$ cat src/rtl/hg_pkg.sv
package hg_pkg;

  typedef enum logic [1:0] {
    ST_RUN = 2'd0,
    ST_OFF = 2'd1,
    ST_ON  = 2'd2
  } hgState_e;

  typedef struct packed {
    logic loadOff;
    logic loadOn;
  } hgStrobe_t;

endpackage

$ cat src/rtl/hg_datapath.sv
module hg_datapath
  import hg_pkg::*;
#(
  parameter int OFF_CYC = 45_000_000,
  parameter int ON_CYC  = 1_000_000,
  parameter int TEMP_W  = 8,
  parameter int TEMP_HI = 150,
  parameter int TEMP_LO = 130
) (
  input  logic              clk,
  input  logic              rst,
  input  logic              ovlIn,
  input  logic [TEMP_W-1:0] tempCode,
  input  hgStrobe_t         strb,
  output logic              ovlSync,
  output logic              otFlag,
  output logic              timerDone
);

  localparam int LD_MAX = (OFF_CYC > ON_CYC) ? OFF_CYC : ON_CYC;
  localparam int CNT_W  = $clog2(LD_MAX + 1);
  localparam logic [CNT_W-1:0] OFF_LD = CNT_W'(OFF_CYC - 1);
  localparam logic [CNT_W-1:0] ON_LD  = CNT_W'(ON_CYC - 1);
  localparam logic [TEMP_W-1:0] HI_CODE = TEMP_W'(TEMP_HI);
  localparam logic [TEMP_W-1:0] LO_CODE = TEMP_W'(TEMP_LO);

  logic       syncA;
  logic [CNT_W-1:0] timerCnt;

  // two-stage synchroniser for the asynchronous overload input
  always_ff @(posedge clk) begin
    if (rst) begin
      syncA   <= 1'b0;
      ovlSync <= 1'b0;
    end else begin
      syncA   <= ovlIn;
      ovlSync <= syncA;
    end
  end

  // temperature comparator with hysteresis
  always_ff @(posedge clk) begin
    if (rst) begin
      otFlag <= 1'b0;
    end else if (tempCode > HI_CODE) begin
      otFlag <= 1'b1;
    end else if (tempCode <= LO_CODE) begin
      otFlag <= 1'b0;
    end
  end

  // shared down-counter for rest and probe intervals
  always_ff @(posedge clk) begin
    if (rst) begin
      timerCnt <= '0;
    end else if (strb.loadOff) begin
      timerCnt <= OFF_LD;
    end else if (strb.loadOn) begin
      timerCnt <= ON_LD;
    end else if (timerCnt != '0) begin
      timerCnt <= timerCnt - 1'b1;
    end
  end

  assign timerDone = (timerCnt == '0);

  AST_OT_SET: assert property (@(posedge clk) disable iff (rst)
    (tempCode > HI_CODE) |=> otFlag);
  AST_OT_HOLD: assert property (@(posedge clk) disable iff (rst)
    (otFlag && tempCode > LO_CODE) |=> otFlag);
  AST_OT_CLEAR: assert property (@(posedge clk) disable iff (rst)
    (tempCode <= LO_CODE) |=> !otFlag);
  AST_TIMER_BOUND: assert property (@(posedge clk) disable iff (rst)
    (timerCnt <= CNT_W'(LD_MAX - 1)));

endmodule

$ cat src/rtl/hg_ctrl.sv
module hg_ctrl
  import hg_pkg::*;
(
  input  logic      clk,
  input  logic      rst,
  input  logic      ovlSync,
  input  logic      otFlag,
  input  logic      timerDone,
  input  logic      staticMode,
  input  logic      softDone,
  output hgStrobe_t strb,
  output logic      outEn,
  output logic      curLimSel,
  output logic      ovlFlag
);

  hgState_e stateQ, stateD;
  logic     flagD;
  logic     seenQ, seenD;
  logic     ctrlActive;

  assign ctrlActive = softDone && !staticMode && !otFlag;

  always_comb begin
    stateD = stateQ;
    flagD  = ovlFlag;
    seenD  = seenQ;
    strb   = '0;
    if (otFlag || !softDone) begin
      stateD = ST_RUN;
      flagD  = 1'b0;
      seenD  = 1'b0;
    end else if (staticMode) begin
      stateD = ST_RUN;
      flagD  = ovlSync;
      seenD  = 1'b0;
    end else begin
      case (stateQ)
        ST_RUN: begin
          flagD = ovlSync;
          if (ovlSync) begin
            stateD       = ST_OFF;
            strb.loadOff = 1'b1;
          end
        end
        ST_OFF: begin
          flagD = 1'b1;
          if (timerDone) begin
            stateD      = ST_ON;
            strb.loadOn = 1'b1;
            seenD       = 1'b0;
          end
        end
        ST_ON: begin
          flagD = 1'b1;
          if (timerDone) begin
            if (seenQ || ovlSync) begin
              stateD       = ST_OFF;
              strb.loadOff = 1'b1;
            end else begin
              stateD = ST_RUN;
              flagD  = 1'b0;
            end
            seenD = 1'b0;
          end else if (ovlSync) begin
            seenD = 1'b1;
          end
        end
        default: begin
          stateD = ST_RUN;
          flagD  = 1'b0;
        end
      endcase
    end
  end

  always_ff @(posedge clk) begin
    if (rst) begin
      stateQ  <= ST_RUN;
      ovlFlag <= 1'b0;
      seenQ   <= 1'b0;
    end else begin
      stateQ  <= stateD;
      ovlFlag <= flagD;
      seenQ   <= seenD;
    end
  end

  assign outEn     = !otFlag && (stateQ != ST_OFF);
  assign curLimSel = !otFlag && (stateQ == ST_ON);

  AST_OFF_FLAG: assert property (@(posedge clk) disable iff (rst)
    (stateQ == ST_OFF) |-> ovlFlag);
  AST_ON_FROM_OFF: assert property (@(posedge clk) disable iff (rst)
    (stateQ == ST_ON) |-> ($past(stateQ) != ST_RUN));
  AST_CLEAN_END: assert property (@(posedge clk) disable iff (rst)
    (ctrlActive && stateQ == ST_ON && timerDone && !seenQ && !ovlSync)
      |=> (stateQ == ST_RUN && !ovlFlag));
  AST_STATIC_RUN: assert property (@(posedge clk) disable iff (rst)
    (staticMode && softDone) |=> (stateQ != ST_OFF));
  AST_SOFT_LOW: assert property (@(posedge clk) disable iff (rst)
    !softDone |=> !ovlFlag);
  AST_OT_IDLE: assert property (@(posedge clk) disable iff (rst)
    otFlag |=> (stateQ == ST_RUN && !ovlFlag));

endmodule

$ cat src/rtl/hiccup_guard.sv
module hiccup_guard
  import hg_pkg::*;
#(
  parameter int OFF_CYC = 45_000_000,
  parameter int ON_CYC  = 1_000_000,
  parameter int TEMP_W  = 8,
  parameter int TEMP_HI = 150,
  parameter int TEMP_LO = 130
) (
  input  logic              clk,
  input  logic              rst,
  input  logic              ovlIn,
  input  logic              staticMode,
  input  logic              softDone,
  input  logic [TEMP_W-1:0] tempCode,
  output logic              outEn,
  output logic              curLimSel,
  output logic              ovlFlag,
  output logic              otFlag
);

  hgStrobe_t strb;
  logic      ovlSync;
  logic      timerDone;

  hg_datapath #(
    .OFF_CYC(OFF_CYC),
    .ON_CYC (ON_CYC),
    .TEMP_W (TEMP_W),
    .TEMP_HI(TEMP_HI),
    .TEMP_LO(TEMP_LO)
  ) uDp (
    .clk      (clk),
    .rst      (rst),
    .ovlIn    (ovlIn),
    .tempCode (tempCode),
    .strb     (strb),
    .ovlSync  (ovlSync),
    .otFlag   (otFlag),
    .timerDone(timerDone)
  );

  hg_ctrl uCtrl (
    .clk       (clk),
    .rst       (rst),
    .ovlSync   (ovlSync),
    .otFlag    (otFlag),
    .timerDone (timerDone),
    .staticMode(staticMode),
    .softDone  (softDone),
    .strb      (strb),
    .outEn     (outEn),
    .curLimSel (curLimSel),
    .ovlFlag   (ovlFlag)
  );

endmodule

$ cat config.mk
export PLATFORM = sky130hd
export DESIGN_NAME = hiccup_guard
export DESIGN_NICKNAME = d
export VERILOG_FILES = /design/src/rtl/hg_pkg.sv /design/src/rtl/hg_datapath.sv /design/src/rtl/hg_ctrl.sv /design/src/rtl/hiccup_guard.sv
export SDC_FILE = /design/constraint.sdc
export NUM_CORES = 1
export LEC_CHECK = 0
export BUFFER_PORTS_ARGS = -buffer_cell sky130_fd_sc_hd__clkbuf_2
export CAP_MARGIN = 20
export CORE_MARGIN = 5
export CORE_UTILIZATION = 40
export CTS_CLUSTER_SIZE = 14
export DETAILED_ROUTE_END_ITERATION = 8
export GPL_TIMING_DRIVEN = 0
export MAX_ROUTING_LAYER = met4
export PLACE_DENSITY = 0.64
export SLEW_MARGIN = 40
export SYNTH_ARGS = -nofsm -noshare
export SYNTH_HDL_FRONTEND = slang
export SYNTH_SLANG_ARGS = --single-unit
$ cat constraint.sdc
create_clock -name clk -period 2.7 [get_ports clk]
set_input_delay 0.27 -clock clk [delete_from_list [all_inputs] [get_ports clk]]
set_output_delay 0.27 -clock clk [all_outputs]
set_load 0.02 [all_outputs]
[Word level (Yosys, flattened, before mapping)]
Index checks and enable logic that the tools add are counted.
Operators by class
  add/sub/neg operators: 1
  magnitude comparators: 2
  equality and inequality tests: 7
  multiplexer cells: 25
  reductions and logical operators: 19
Operator list (count)
  26-bit 2-to-1 mux: 3
  26-bit logical NOT: 1
  26-bit nonzero test: 1
  26-bit by 1-bit subtractor with 26-bit output (second input constant): 1
  1-bit 2-to-1 mux: 13
  2-bit 2-to-1 mux: 5
  8-bit > comparator (second input constant): 1
  8-bit less-or-equal comparator (second input constant): 1
  2-bit inequality test (second input constant): 3
  2-bit case mux with 3 select lines: 1
  3-bit AND reduction: 2
  2-bit nonzero test: 3
  3-bit OR reduction: 2
  1-bit case mux with 2 select lines: 2
  2-bit OR reduction: 2
  3-bit inequality test (second input constant): 1
  1-bit case mux with 3 select lines: 1
  3-bit nonzero test: 1
  2-bit by 1-bit == test with 1-bit output (second input constant): 1
  2-bit == test (second input constant): 1
  1-bit logical AND: 2
  1-bit logical NOT: 2
  2-bit logical NOT: 1
  1-bit logical OR: 2
  2-bit by 1-bit inequality test with 1-bit output (second input constant): 1
Word-level totals
  register bits after elaboration: 33
  input port bits: 13
  logic and storage cells: 63

[Logic depth before layout (Yosys ltp)]
  depth in word-level cells: 8
  gate-level depth with buffers: 8
  mapped depth without buffers: 7

[By module]
Synthesis repeated with hierarchy kept, for this count alone.
Second synthesis, totals
  cells, all modules: 201
  area, all modules: 1749.2 µm²
Modules (own cells, without submodules)
  hg_datapath: instances 1, cells each 168, area an instance 1476.4 µm², seq. area each 580.6 µm²
  hg_ctrl: instances 1, cells each 33, area an instance 272.8 µm², seq. area each 80.1 µm²

[Worst setup path before layout]
Ideal clock, no wire load.
  path kind: register -> register
  start point: register uDp.timerCnt[20]
  end point: register uDp.timerCnt[1]
  library setup time: 0.074 ns
  arrival: 1.921 ns
  setup slack: 0.704 ns
  cell stages (with the launch flop): 7
  buffers on the path: 1
  period minus slack after synthesis: 1.996 ns
  cell sequence: dfxtp_1 > or4_4 > nor4b_4 > and2_1 > clkbuf_2 > mux2_2 > o21ai_0
On the way
  word-level cells in the longest chain between the ends: 7
  elaborated cells on any way between the ends: 11
  those cells by class: 8 x mux; 3 x reduce/logical
Ends and longest elaborated chain
  from (decl): line hg_datapath.sv:28  | logic [CNT_W-1:0] timerCnt;
  from (signal assigned): line hg_datapath.sv:61  | timerCnt <= timerCnt - 1'b1;
  26-bit logical NOT: line hg_datapath.sv:65  | assign timerDone = (timerCnt == '0);
  1-bit 2-to-1 mux: line hg_ctrl.sv:48  | if (timerDone) begin
  1-bit 2-to-1 mux: line hg_ctrl.sv:38  | case (stateQ)
  2-bit 2-to-1 mux: line hg_ctrl.sv:33  | end else if (staticMode) begin
  2-bit 2-to-1 mux: line hg_ctrl.sv:29  | if (otFlag || !softDone) begin
  26-bit 2-to-1 mux: line hg_datapath.sv:58  | end else if (strb.loadOn) begin
  26-bit 2-to-1 mux: line hg_datapath.sv:56  | end else if (strb.loadOff) begin
Several ways; a longest one is shown, not always the timed one.
A chain may end at the register's enable or synchronous reset.

[Worst setup path after layout]
  start point: register uDp.timerCnt[0]
  end point: register uCtrl.ovlFlag
On the way
  word-level cells in the longest chain between the ends: 4
Ends and longest elaborated chain
  26-bit logical NOT: line hg_datapath.sv:65
  1-bit 2-to-1 mux: line hg_ctrl.sv:56  | if (timerDone) begin
  1-bit case mux with 3 select lines: line hg_ctrl.sv:38
  1-bit 2-to-1 mux: line hg_ctrl.sv:33
  to (signal assigned): line hg_ctrl.sv:84  | ovlFlag <= flagD;
  to (decl): line hg_ctrl.sv:14  | output logic ovlFlag
No other way between the ends.

==> impl_metrics.json <==
{
  "synthCells": 211,
  "synth_flop_cell": "dfxtp_1",
  "die_area_sq_mm": 0.005964,
  "p_int_uw": 1485,
  "required_ps": 2850,
  "synth_edf_count": 0,
  "dp_cells": 278,
  "outcome": "completed",
  "fmax_ghz": 0.4164,
  "detail-route-antenna-nets": 0,
  "cts.reportedPaths.clkPinSlew_ps": 70,
  "insertedDiodeCount": 0,
  "cts-buffers-inserted": 5,
  "critPathArrivalTime_ps": 2550,
  "wirelength_um": 3978,
  "startpoint_type": "flip-flop",
  "comb_power_share_pct": 54.2,
  "ys_seq_area_share_pct": 36.54,
  "area_delta_synth_final_pct": 13.36,
  "fill_cells": 449,
  "clk_latency_ps": 290,
  "seq_area_sq_um": 660.6,
  "multi_input_area_sq_mm": 0.001087,
  "die_w_um": 77.23,
  "clock_skew_ps": 6.590,
  "synth_cell_types": 51,
  "finalCriticalPeriod_ps": 2402,
  "hold_buffers": 0,
  "synth_area_sq_mm": 0.001808,
  "layout_common_cells": "dfxtp_1 (33), nor2_1 (19), nand2_1 (17)",
  "grt_use_total_pct": 14.67,
  "dpl.hpwl_um": 2838,
  "grt_max_degree": 11,
  "hold_path.class": "primary input to flip-flop",
  "grt_pass1_wl_um": 7017,
  "drive_gt1_share_pct": 15.81,
  "cts_setup_buffers": 0,
  "viasPerCell": 5.524,
  "power.share.sequential_pct": 29.7,
  "p_total_uw": 2590,
  "yosysWarningCount": 0,
  "p_clk_share_pct": 16.1,
  "yosys_register_bits": 33,
  "nNetsFinal": 251,
  "post-place-ws_ps": 308.3,
  "p_leak_uw": 0.0008393,
  "io_buffer_count": 15,
  "report.final.slew_viol_count": 0,
  "drc": 0,
  "cts_sinks": 33,
  "crit_chain": "inv_1 -> ha_1 -> nor3b_2 -> and3_1 -> buf_2 -> nand2_1 -> a211oi_1 -> nor4_1",
  "crit_path_max_incr_delay_ps": 420,
  "synth_fp_nets": 229,
  "power_density_mw_per_mm2": 1264,
  "p_sw_share_pct": 42.67,
  "rsz0062_at_grt": "false",
  "fp-row-count": 24,
  "layout_commonest_cell": "dfxtp_1",
  "cap_violations": 0,
  "cts_tree": "yes",
  "fin_crit_sh_pct": 88.95,
  "cts-htree-levels": 2,
  "async_flop_share_pct": 0,
  "wl_per_cell_um": 13.91,
  "crit_type": "flip-flop to flip-flop",
  "drt_first_pass_iters": 4,
  "antenna_found_initial": 0,
  "die_h_um": 77.23,
  "cts_resized": 0,
  "setup_violations": 0,
  "gp_congestion": 0.7759,
  "coreArea_sq_mm": 0.004384,
  "setup_tns_ps": 0,
  "clk_path_buf_depth": 2,
  "drtIter0Drc": 44,
  "end_kind": "flip-flop",
  "final_cells": 286,
  "num_io_pins": 17,
  "cp_slowest_cell": "nor3b_2",
  "ir_drop_uv": 775.7,
  "finalWorstSetupSlack_ps": 298.4,
  "root_buffer": "clkbuf_8",
  "hold_violations": 0,
  "initial_core_util_pct": 41.24,
  "grt_pass1_vias": 1509,
  "power.switching_uw": 1105,
  "utilization_pct": 46.75,
  "grt-ovfl-total": 0,
  "crit_fanout": 10,
  "vias": 1580,
  "slew_headroom_pct": 53.47,
  "syn_area_per_cell_sq_um": 8.569,
  "tightest_slew_ps": 692.1
}
[sequential cells by signal (all words and copies together), names as in the netlist]
register / count
uDp.ovlSync: 1
uCtrl.stateQ: 2
uCtrl.ovlFlag: 1
uDp.syncA: 1
uDp.otFlag: 1
uDp.timerCnt: 26
uCtrl.seenQ: 1
[critical path: cells and delay by family, from the launching register on]
family                   cells  cell delay [ps]
flip-flops                   1              330
adder cells (fa/ha/maj)      1              190
buffers and inverters        2              350
AND/OR/NAND/NOR              4             1080
AO/OA/AOI/OAI                1              310
[path summary, 6_finish.rpt]
kind,cells after the start,slack [ps],end,start
setup / recovery,8,300,uCtrl.ovlFlag$_SDFF_PP0_,uDp.timerCnt[0]$_SDFFE_PP0P_
hold / removal,2,190,uDp.syncA$_SDFF_PP0_,ovlIn
setup reg to reg,8,300,uCtrl.ovlFlag$_SDFF_PP0_,uDp.timerCnt[0]$_SDFFE_PP0P_
hold reg to reg,1,430,uDp.ovlSync$_SDFF_PP0_,uDp.syncA$_SDFF_PP0_
[power groups by stage]
stage	Combinational, uW	Sequential, uW	Clock, uW
6_report	1400	769	416
5_1_grt	1580	791	449
3_5_place_dp	1400	777	0
2_1_floorplan	1150	751	0
3_3_place_gp	1380	775	0
4_1_cts	1410	767	428
[layer usage]
layer	up-vias	track usage, %	wire (um)
li1	807	-	-
met1	739	19.09	2028
met2	29	22.39	1762
met3	5	3.513	128
met4	0	4.639	59
met5	-	-	0
[through the flow]
stage	hold WS, ps	instance area (sq um)
global route	193.4	2049
global placement	422.7	1948
detailed placement	428.0	1948
finish	189.2	2049
floorplan	398.2	1808
CTS	186.2	2049
[cell usage after synthesis, drive strengths merged (5+ instances only)]
library cell	count	area [sq um]
or3	5	31.28
nor3	7	35.03
nand2	17	63.81
mux2i	7	70.07
a21oi	17	88.84
o21ai	15	75.07
a211oi	5	37.54
xnor2	10	87.58
inv	7	26.28
nor2	19	71.32
nor4	7	65.06
nand3	5	25.02
ha	5	62.56
dfxtp	33	660.6
[cells by family (layout without fill, tap and decap cells)]
group,count (synthesis),after routing,share of synthesized area (%)
AOI/OAI and AO/OA,55,55,19.10
muxes,8,8,4.498
and+or+nand+nor,84,84,26.78
buffers and inverters,13,36,3.322
DFF,33,33,36.54
xor gates and xnor gates,13,13,6.298
adders and majority gates,5,5,3.460
[final cells by class]
cell class	count	area share (%)
clock buffers	7	4.701
clock inverters	1	0.2442
flip-flops and latches	33	32.23
multi-input cells	165	53.05
well taps	52	3.175
inverters	7	1.282
plain buffers	6	1.648
repair buffers	15	3.663
Power figures use the tool's default switching activity.
